==> config.mk <==
export PLATFORM = sky130hd
export DESIGN_NAME = lockwd_top
export DESIGN_NICKNAME = d
export VERILOG_FILES = /design/src/rtl/lockwd_pkg.sv /design/src/rtl/lockwd_regs.sv /design/src/rtl/lockwd_core.sv /design/src/rtl/lockwd_top.sv
export SDC_FILE = /design/constraint.sdc
export NUM_CORES = 1
export LEC_CHECK = 0
export CAP_MARGIN = 0
export CORE_UTILIZATION = 40
export DETAILED_ROUTE_END_ITERATION = 8
export PLACE_DENSITY = 0.68
export SYNTH_ARGS = -nofsm -noshare
export SYNTH_HDL_FRONTEND = slang
export SYNTH_HIERARCHICAL = 1
export SYNTH_SLANG_ARGS = --single-unit
==> constraint.sdc <==
create_clock -name clk -period 2.3 [get_ports clk]
set_input_delay 0.23 -clock clk [delete_from_list [all_inputs] [get_ports clk]]
set_output_delay 0.23 -clock clk [all_outputs]
set_load 0.01 [all_outputs]
==> src/rtl/lockwd_pkg.sv <==
package lockwd_pkg;

    localparam int unsigned BUS_AW = 12;

    localparam logic [BUS_AW-1:0] OFS_LOAD = 12'h000;
    localparam logic [BUS_AW-1:0] OFS_CTRL = 12'h008;
    localparam logic [BUS_AW-1:0] OFS_KICK = 12'h00C;
    localparam logic [BUS_AW-1:0] OFS_LOCK = 12'hC00;

    // bit 0 = run, bit 1 = reset stage enable
    typedef struct packed {
        logic rst_en;
        logic run;
    } ctrl_t;

endpackage

==> src/rtl/lockwd_regs.sv <==
module lockwd_regs
    import lockwd_pkg::*;
#(
    parameter int unsigned          DATA_W    = 32,
    parameter logic [DATA_W-1:0]    KEY       = 32'h1ACCE551,
    parameter logic [DATA_W-1:0]    LOAD_INIT = '1
) (
    input  logic                clk,
    input  logic                rst_n,
    input  logic [BUS_AW-1:0]   addr,
    input  logic                we,
    input  logic [DATA_W-1:0]   wdata,
    output logic [DATA_W-1:0]   rdata,
    output logic [DATA_W-1:0]   load_next,
    output ctrl_t               ctrl_q_o,
    output logic                locked_o,
    output logic                kick_o,
    output logic                reload_o
);

    localparam int unsigned CTRL_W = $bits(ctrl_t);

    typedef struct packed {
        logic               locked;
        logic [DATA_W-1:0]  load;
        ctrl_t              ctrl;
    } regs_t;

    regs_t st_d, st_q;
    logic  hit_load, hit_ctrl, hit_kick, hit_lock;
    logic  kick_d, reload_d;

    always_comb begin
        hit_load = we && (addr == OFS_LOAD);
        hit_ctrl = we && (addr == OFS_CTRL);
        hit_kick = we && (addr == OFS_KICK);
        hit_lock = we && (addr == OFS_LOCK);

        st_d     = st_q;
        kick_d   = 1'b0;
        reload_d = 1'b0;

        if (hit_lock) begin
            st_d.locked = (wdata != KEY);
        end

        if (!st_q.locked) begin
            if (hit_load) begin
                st_d.load = wdata;
                reload_d  = 1'b1;
            end
            if (hit_ctrl) begin
                st_d.ctrl.run    = wdata[0];
                st_d.ctrl.rst_en = wdata[1];
                if (wdata[0] && !st_q.ctrl.run) begin
                    reload_d = 1'b1;
                end
            end
            if (hit_kick) begin
                kick_d = 1'b1;
            end
        end
    end

    always_ff @(posedge clk or negedge rst_n) begin
        if (!rst_n) begin
            st_q <= '{locked: 1'b1, load: LOAD_INIT, ctrl: '0};
        end else begin
            st_q <= st_d;
        end
    end

    always_comb begin
        case (addr)
            OFS_LOAD: rdata = st_q.load;
            OFS_CTRL: rdata = {{(DATA_W-CTRL_W){1'b0}}, st_q.ctrl};
            OFS_LOCK: rdata = {{(DATA_W-1){1'b0}}, st_q.locked};
            default:  rdata = '0;
        endcase
    end

    assign load_next = st_d.load;
    assign ctrl_q_o  = st_q.ctrl;
    assign locked_o  = st_q.locked;
    assign kick_o    = kick_d;
    assign reload_o  = reload_d;

endmodule

==> src/rtl/lockwd_core.sv <==
module lockwd_core #(
    parameter int unsigned CNT_W = 32
) (
    input  logic              clk,
    input  logic              rst_n,
    input  logic              tick,
    input  logic              run,
    input  logic              rst_en,
    input  logic              kick,
    input  logic              reload,
    input  logic [CNT_W-1:0]  reload_val,
    output logic              irq_o,
    output logic              rst_o
);

    typedef struct packed {
        logic [CNT_W-1:0] cnt;
        logic             irq;
        logic             fired;
    } core_t;

    core_t cs_d, cs_q;
    logic  at_zero;

    always_comb begin
        cs_d    = cs_q;
        at_zero = (cs_q.cnt == '0);

        if (!run) begin
            cs_d.irq = 1'b0;
        end

        if (kick) begin
            cs_d.cnt = reload_val;
            cs_d.irq = 1'b0;
        end else if (reload) begin
            cs_d.cnt = reload_val;
        end else if (run && tick) begin
            if (at_zero) begin
                cs_d.cnt = reload_val;
                if (!cs_q.irq) begin
                    cs_d.irq = 1'b1;
                end else if (rst_en) begin
                    cs_d.fired = 1'b1;
                end
            end else begin
                cs_d.cnt = cs_q.cnt - 1'b1;
            end
        end
    end

    always_ff @(posedge clk or negedge rst_n) begin
        if (!rst_n) begin
            cs_q <= '{cnt: '1, irq: 1'b0, fired: 1'b0};
        end else begin
            cs_q <= cs_d;
        end
    end

    assign irq_o = cs_q.irq;
    assign rst_o = cs_q.fired;

endmodule

==> src/rtl/lockwd_top.sv <==
module lockwd_top
    import lockwd_pkg::*;
#(
    parameter int unsigned          DATA_W    = 32,
    parameter logic [DATA_W-1:0]    KEY       = 32'h1ACCE551,
    parameter logic [DATA_W-1:0]    LOAD_INIT = '1
) (
    input  logic                clk,
    input  logic                rst_n,
    input  logic                tick_en,
    input  logic [11:0]         bus_addr,
    input  logic                bus_we,
    input  logic [DATA_W-1:0]   bus_wdata,
    output logic [DATA_W-1:0]   bus_rdata,
    output logic                irq_o,
    output logic                wdt_rst_o
);

    ctrl_t              ctrl_q;
    logic [DATA_W-1:0]  load_next;
    logic               locked;
    logic               kick;
    logic               reload;
    logic               ctrl_run;

    lockwd_regs #(
        .DATA_W    (DATA_W),
        .KEY       (KEY),
        .LOAD_INIT (LOAD_INIT)
    ) u_regs (
        .clk       (clk),
        .rst_n     (rst_n),
        .addr      (bus_addr),
        .we        (bus_we),
        .wdata     (bus_wdata),
        .rdata     (bus_rdata),
        .load_next (load_next),
        .ctrl_q_o  (ctrl_q),
        .locked_o  (locked),
        .kick_o    (kick),
        .reload_o  (reload)
    );

    assign ctrl_run = ctrl_q.run;

    lockwd_core #(
        .CNT_W (DATA_W)
    ) u_core (
        .clk        (clk),
        .rst_n      (rst_n),
        .tick       (tick_en),
        .run        (ctrl_q.run),
        .rst_en     (ctrl_q.rst_en),
        .kick       (kick),
        .reload     (reload),
        .reload_val (load_next),
        .irq_o      (irq_o),
        .rst_o      (wdt_rst_o)
    );

endmodule

### Word level (Yosys, flattened, before mapping)

Cells that the tools add are included.
Widths: inputs -> output; s select.

* multipliers: 0
* add/sub/neg operators: 1
* reductions and logical operators: 12
* $lt $le $gt $ge: 0
* bitwise gates (word level): 3
* equality and inequality tests: 4
* div/mod/pow operators: 0
* shifts and indexed selects: 0
* multiplexer cells: 20

Operators with widths (number)
* $mux 32: 3
* $pmux 32 s3: 1
* $mux 34: 2
* $mux 33: 1
* $logic_not 32->1: 1
* $ne 32x29->1 const B: 1
* $sub 32x1->32 const B: 1
* $eq 12x4->1 const B: 2
* $eq 12x12->1 const B: 1
* $logic_not 12->1: 1
* $mux 1: 10
* $logic_and 1x1->1: 6
* $mux 2: 3
* $reduce_and 6->1: 1
* $not 1->1: 3
* $reduce_bool 3->1: 1
* $reduce_and 2->1: 1
* $logic_not 1->1: 1

* input bits: 48
* bits in latches: 0
* output and inout port bits: 34
* logic and storage cells: 47
* register bits: 69
* memories: 0
* bits in writable memories: 0
* memory bits (read-only): 0

### Logic depth before layout (Yosys ltp)

* depth in word-level cells: 8
* gate-level depth with buffers: 10
* mapped depth without buffers: 9

### Hierarchy

The synthesis kept the hierarchy.

Modules (own cells, without submodules)
* lockwd_core: cells an instance 251, instances 1, area each 2353.5 µm², seq. area each 890.9 µm²
* lockwd_regs: cells an instance 143, instances 1, area each 1788.0 µm², seq. area each 917.1 µm²

### Least setup slack after synthesis

No wires, ideal clock.

* path kind: reg2reg
* from: register u_regs.st_q, in the netlist u_regs/locked_o
* to: register u_core/cs_q[32] (netlist name)
* clock period less this slack: 2.392 ns
* slack: -0.092 ns
* setup time: 0.083 ns
* required time: 2.217 ns
* stages on the path, launching flop included: 11
* buffers on the path: 2
* arrival: 2.309 ns
* cells stage by stage: dfstp_2 > or4b_1 > nor3_2 > nand2_1 > buf_2 > nand2_1 > nor2_1 > nand2_1 > clkbuf_1 > nor3_1 > a221o_1

* elaborated cells between the ends (all ways): 8
* classes of those cells: 7 x mux; 1 x reduce/logical

RTL lines
* start: declaration: RTL line lockwd_regs.sv:29 `regs_t st_d, st_q;`
* start signal: assignment: RTL line lockwd_regs.sv:67 `st_q <= '{locked: 1'b1, load: LOAD_INIT, ctrl: '0};`
* start signal: assignment: RTL line lockwd_regs.sv:69 `st_q <= st_d;`
* $mux 1 (*): RTL line lockwd_regs.sv:47 `if (!st_q.locked) begin`
* named net reload: RTL line lockwd_top.sv:23 `logic reload;`
* $mux 32: RTL line lockwd_core.sv:36 `end else if (reload) begin`
* $mux 33: RTL line lockwd_core.sv:33 `if (kick) begin`
* end signal: assignment: RTL line lockwd_core.sv:54 `cs_q <= '{cnt: '1, irq: 1'b0, fired: 1'b0};`
* end signal: assignment: RTL line lockwd_core.sv:56 `cs_q <= cs_d;`
* end: declaration: RTL line lockwd_core.sv:22 `core_t cs_d, cs_q;`

Mark *: on every way through the listed nets, which the timed path passes. The rest lies on a longest branch. The select of a mux whose other input is x is not followed.
A chain may end at the register's enable or synchronous reset.

### Worst setup path in the final report

* from: register u_regs.st_q, in the netlist u_regs/locked_o
* to: register u_core/cs_q[2] (netlist name)

* word-level cells in the longest chain between the ends: 5
* elaborated cells between the ends (all ways): 8
* classes of those cells: 7 x mux; 1 x reduce/logical

RTL lines
* $mux 34 (*): RTL line lockwd_regs.sv:47
* named net load_next[0]: RTL line lockwd_top.sv:20 `logic [DATA_W-1:0] load_next;`
* $mux 32: RTL line lockwd_core.sv:39 `if (at_zero) begin`
* $mux 34: RTL line lockwd_core.sv:38 `end else if (run && tick) begin`
* $mux 32: RTL line lockwd_core.sv:36
* $mux 33 (*): RTL line lockwd_core.sv:33

Marked as above.

==> results.yml <==
detailed_routing:
  routed_wl_mm: 14.0
  wl_met3_um: 985
  antenna_left: 0
  wl_met2_mm: 6.68
  m1WireLength_mm: 5.90
  wl_per_cell_um: 20.7
  route.detailed.drc: 0
  drt_first_pass_iters: 5
  vias: 4041
  drt_iter0_drc: 319
  vias_per_cell: 5.96
  top_layer: "met4"
power:
  cellLeakagePower_uw: 0.00273
  ir_drop_mv: 0.261
  power_density_mw_per_mm2: 536
place:
  post-dp-hpwl_mm: 9.36
  placed_cells: 645
  globalplace.congestion: 0.905
  place_area_mm2: 0.00549
  numPortBuffers: 81
logic_synthesis:
  synth-async-reset-ratio_pct: 100
  synth-seq-cells: 69
  synth_cell_types: 61
  synthesis.area_mm2: 0.00414
  postSynthAreaPerCell_um2: 10.5
  ys_seq_area_share_pct: 43.7
  synthFlopType: "dfstp_2"
  syn_inst: 394
  mappedNetlistNets: 444
  synth_edf_count: 0
  ys_warn_count: 6
sta:
  hold_violations: 0
  setup_viol: 27
  slew_violations: 0
  relSlewSlack_pct: 52.4
  fin_skew_ps: 12.3
  rsz0062_at_grt: "yes"
  fmax_mhz: 417
  worst_pin_slew_ps: 714
  min_period_over_period_pct: 104
  setup_slack_ps: -101
  min_period_ps: 2400
die:
  start_util_pct: 41.8
  die_w_um: 104
  num_rows: 36
  die-area_mm2: 0.0108
  design.core.area_mm2: 0.00991
  die_h_um: 104
  boundaryPins: 82
clock_tree:
  cts_buffers: 9
  cts_buffer_depth: 2
  worstSkewPairLatency_ps: 350
  cts_sinks: 69
  cts_tree: "yes"
  htree_levels: 3
  root_buffer: "clkbuf_8"
  path_clk_slew_ps: 80
layout:
  post-route-util_pct: 62.1
  drive_gt1_share_pct: 53.4
  final_cells: 678
  num_antenna_cells: 0
  design_area_mm2: 0.00615
  syn_to_final_growth_pct: 48.5
  layout.nets: 590
setup_path:
  arrival_ps: 2680
  cp-end-kind: "register"
  crit_path_max_incr_delay_ps: 520
  cp.required_ps: 2570
  cpMaxStageDelayCell: "or4b_4"
  critPathLaunchType: "register"
  crit_chain: "or4b_4 > nor3_4 > nand2_4 > mux2_4 > or4_4 > a21oi_2 > a311oi_1"
  critPathMaxFanout: 4
  critical_path_class: "reg2reg"
grt:
  antenna_found_initial: 0
  grt_pass1_vias: 3999
  grt_pass1_wl_mm: 21.6
  grt-ovfl-total: 0
  grtUsageTotal_pct: 25.9
  grt_max_degree: 41
run_status:
  violations: "setup timing"
  status: "finished with violations"
worst_hold_path:
  hp-class: "in2async"
job:
  drv_cap: 0
[layer usage]
layer | track usage [%] | up-vias
met4 | 11.2 | 0
met2 | 42.8 | 210
li1 | - | 1811
met5 | 0 | -
met3 | 4.53 | 49
met1 | 33.3 | 1971
[area by class of cell]
class | count | area (µm²)
clock buffer | 11 | 151
clock inverter | 5 | 57.6
fill | 805 | 3760
inverter | 5 | 18.8
multi-input combinational | 303 | 2480
sequential | 69 | 1810
tap | 133 | 166
timing repair buffer | 152 | 1460
[path summary, 6_finish.rpt]
kind | startpoint | to | slack, ps | cells after the start
worst min register to register | u_core/rst_o | u_core/rst_o | 550 | 1
worst max-delay path | u_regs/locked_o | u_core/cs_q[2] | -100 | 7
worst max register to register | u_regs/locked_o | u_core/cs_q[2] | -100 | 7
worst min-delay path | rst_n | u_core/rst_o | 480 | 2
min in group clk | bus_wdata[25] | u_regs/st_q[27] | 540 | 2
max in group asynchronous | rst_n | u_regs/st_q[33] | 1120 | 3
[worst max-delay path: cells and delay by family (launching register included)]
family,cells,cell delay [ps]
simple gates,4,1420
mux,1,340
flops,1,380
compound gates,2,190
[what timing repair did]
| action | CTS | global route |
|---|---|---|
| cloned | 4 | 1 |
| pin swaps | 16 | 18 |
| hold buffers | 1 | 0 |
| resized for setup | 192 | 35 |
| setup buffers | 7 | 5 |
| hold endpoints to repair | 2 | 0 |
| setup endpoints to repair | 65 | 47 |
[flip-flops by register name (all words and copies together) (netlist names)]
register and flops:
u_core/cs_q 32, u_regs/locked_o 1, u_core/irq_o 1, u_regs/ctrl_q_o 2
u_regs/st_q 32, u_core/rst_o 1
[power by group]
group / switching, µW / leakage, µW / internal, µW
Combinational: 519 / 0.00190 / 425
Sequential: 38.0 / 0.000726 / 1260
Clock: 489 / 0.000110 / 562
Total: 1050 / 0.00273 / 2250
[Yosys cell counts (5+ instances only)]
library cell / n / area share, %
dfstp_2: 65 / 41
mux2_2: 35 / 9.5
and2_1: 32 / 4.8
nand2_1: 32 / 2.9
nor2_1: 30 / 2.7
nor3_1: 18 / 2.2
nor4_1: 15 / 2.3
nand3_1: 12 / 1.5
a211o_1: 11 / 2.3
a221o_1: 11 / 2.7
a21oi_1: 9 / 1.1
nand4_1: 7 / 1.1
a31oi_1: 6 / 0.91
or3_1: 6 / 0.91
or4_1: 6 / 1.1
and3_1: 5 / 0.76
clkbuf_1: 5 / 0.45
inv_1: 5 / 0.45
nor4_4: 5 / 2.6
nor4bb_1: 5 / 1.2
o21ai_0: 5 / 0.60
[cell usage in the layout (no fill, tap or decap), types with 5 or more instances in the layout]
| master | n |
|---|---|
| a211o_1 | 11 |
| a21oi_2 | 5 |
| a221o_1 | 11 |
| a31oi_1 | 6 |
| and2_1 | 25 |
| and2_4 | 7 |
| buf_12 | 8 |
| buf_2 | 26 |
| buf_4 | 45 |
| buf_6 | 20 |
| clkbuf_8 | 11 |
| clkdlybuf4s50_1 | 41 |
| dfstp_2 | 65 |
| dlygate4sd2_1 | 5 |
| inv_1 | 5 |
| mux2_2 | 34 |
| nand2_1 | 26 |
| nand3_1 | 9 |
| nand3_2 | 5 |
| nand4_1 | 7 |
| nor2_1 | 21 |
| nor2_2 | 6 |
| nor3_1 | 15 |
| nor3_2 | 5 |
| nor4_1 | 12 |
| nor4_4 | 8 |
| nor4bb_1 | 5 |
| or3_1 | 6 |
[per-stage QoR]
stage / hold WS, ps / power [µW] / TNS (ps) / setup slack (ps)
final: 479 / 3290 / -1270 / -101
after global routing: 527 / 3430 / -2640 / -130
after CTS: 483 / 3230 / -1010 / -109
after detailed placement: 329 / 2120 / -38650 / -630
after global placement: 326 / 2120 / -36840 / -602
after floorplan: -65.6 / 1770 / 0 / 3.20
[cell families after synthesis]
family | after synthesis | share of synthesized area, %
and+or+nand+nor | 201 | 30.6
adders and majority gates | 2 | 0.604
xor gates and xnor gates | 3 | 0.635
muxes | 35 | 9.52
buffers and inverters | 22 | 2.90
DFF | 69 | 43.7
AOI/OAI and AO/OA | 62 | 12.1
No activity file was read; power rests on OpenSTA's default activity.
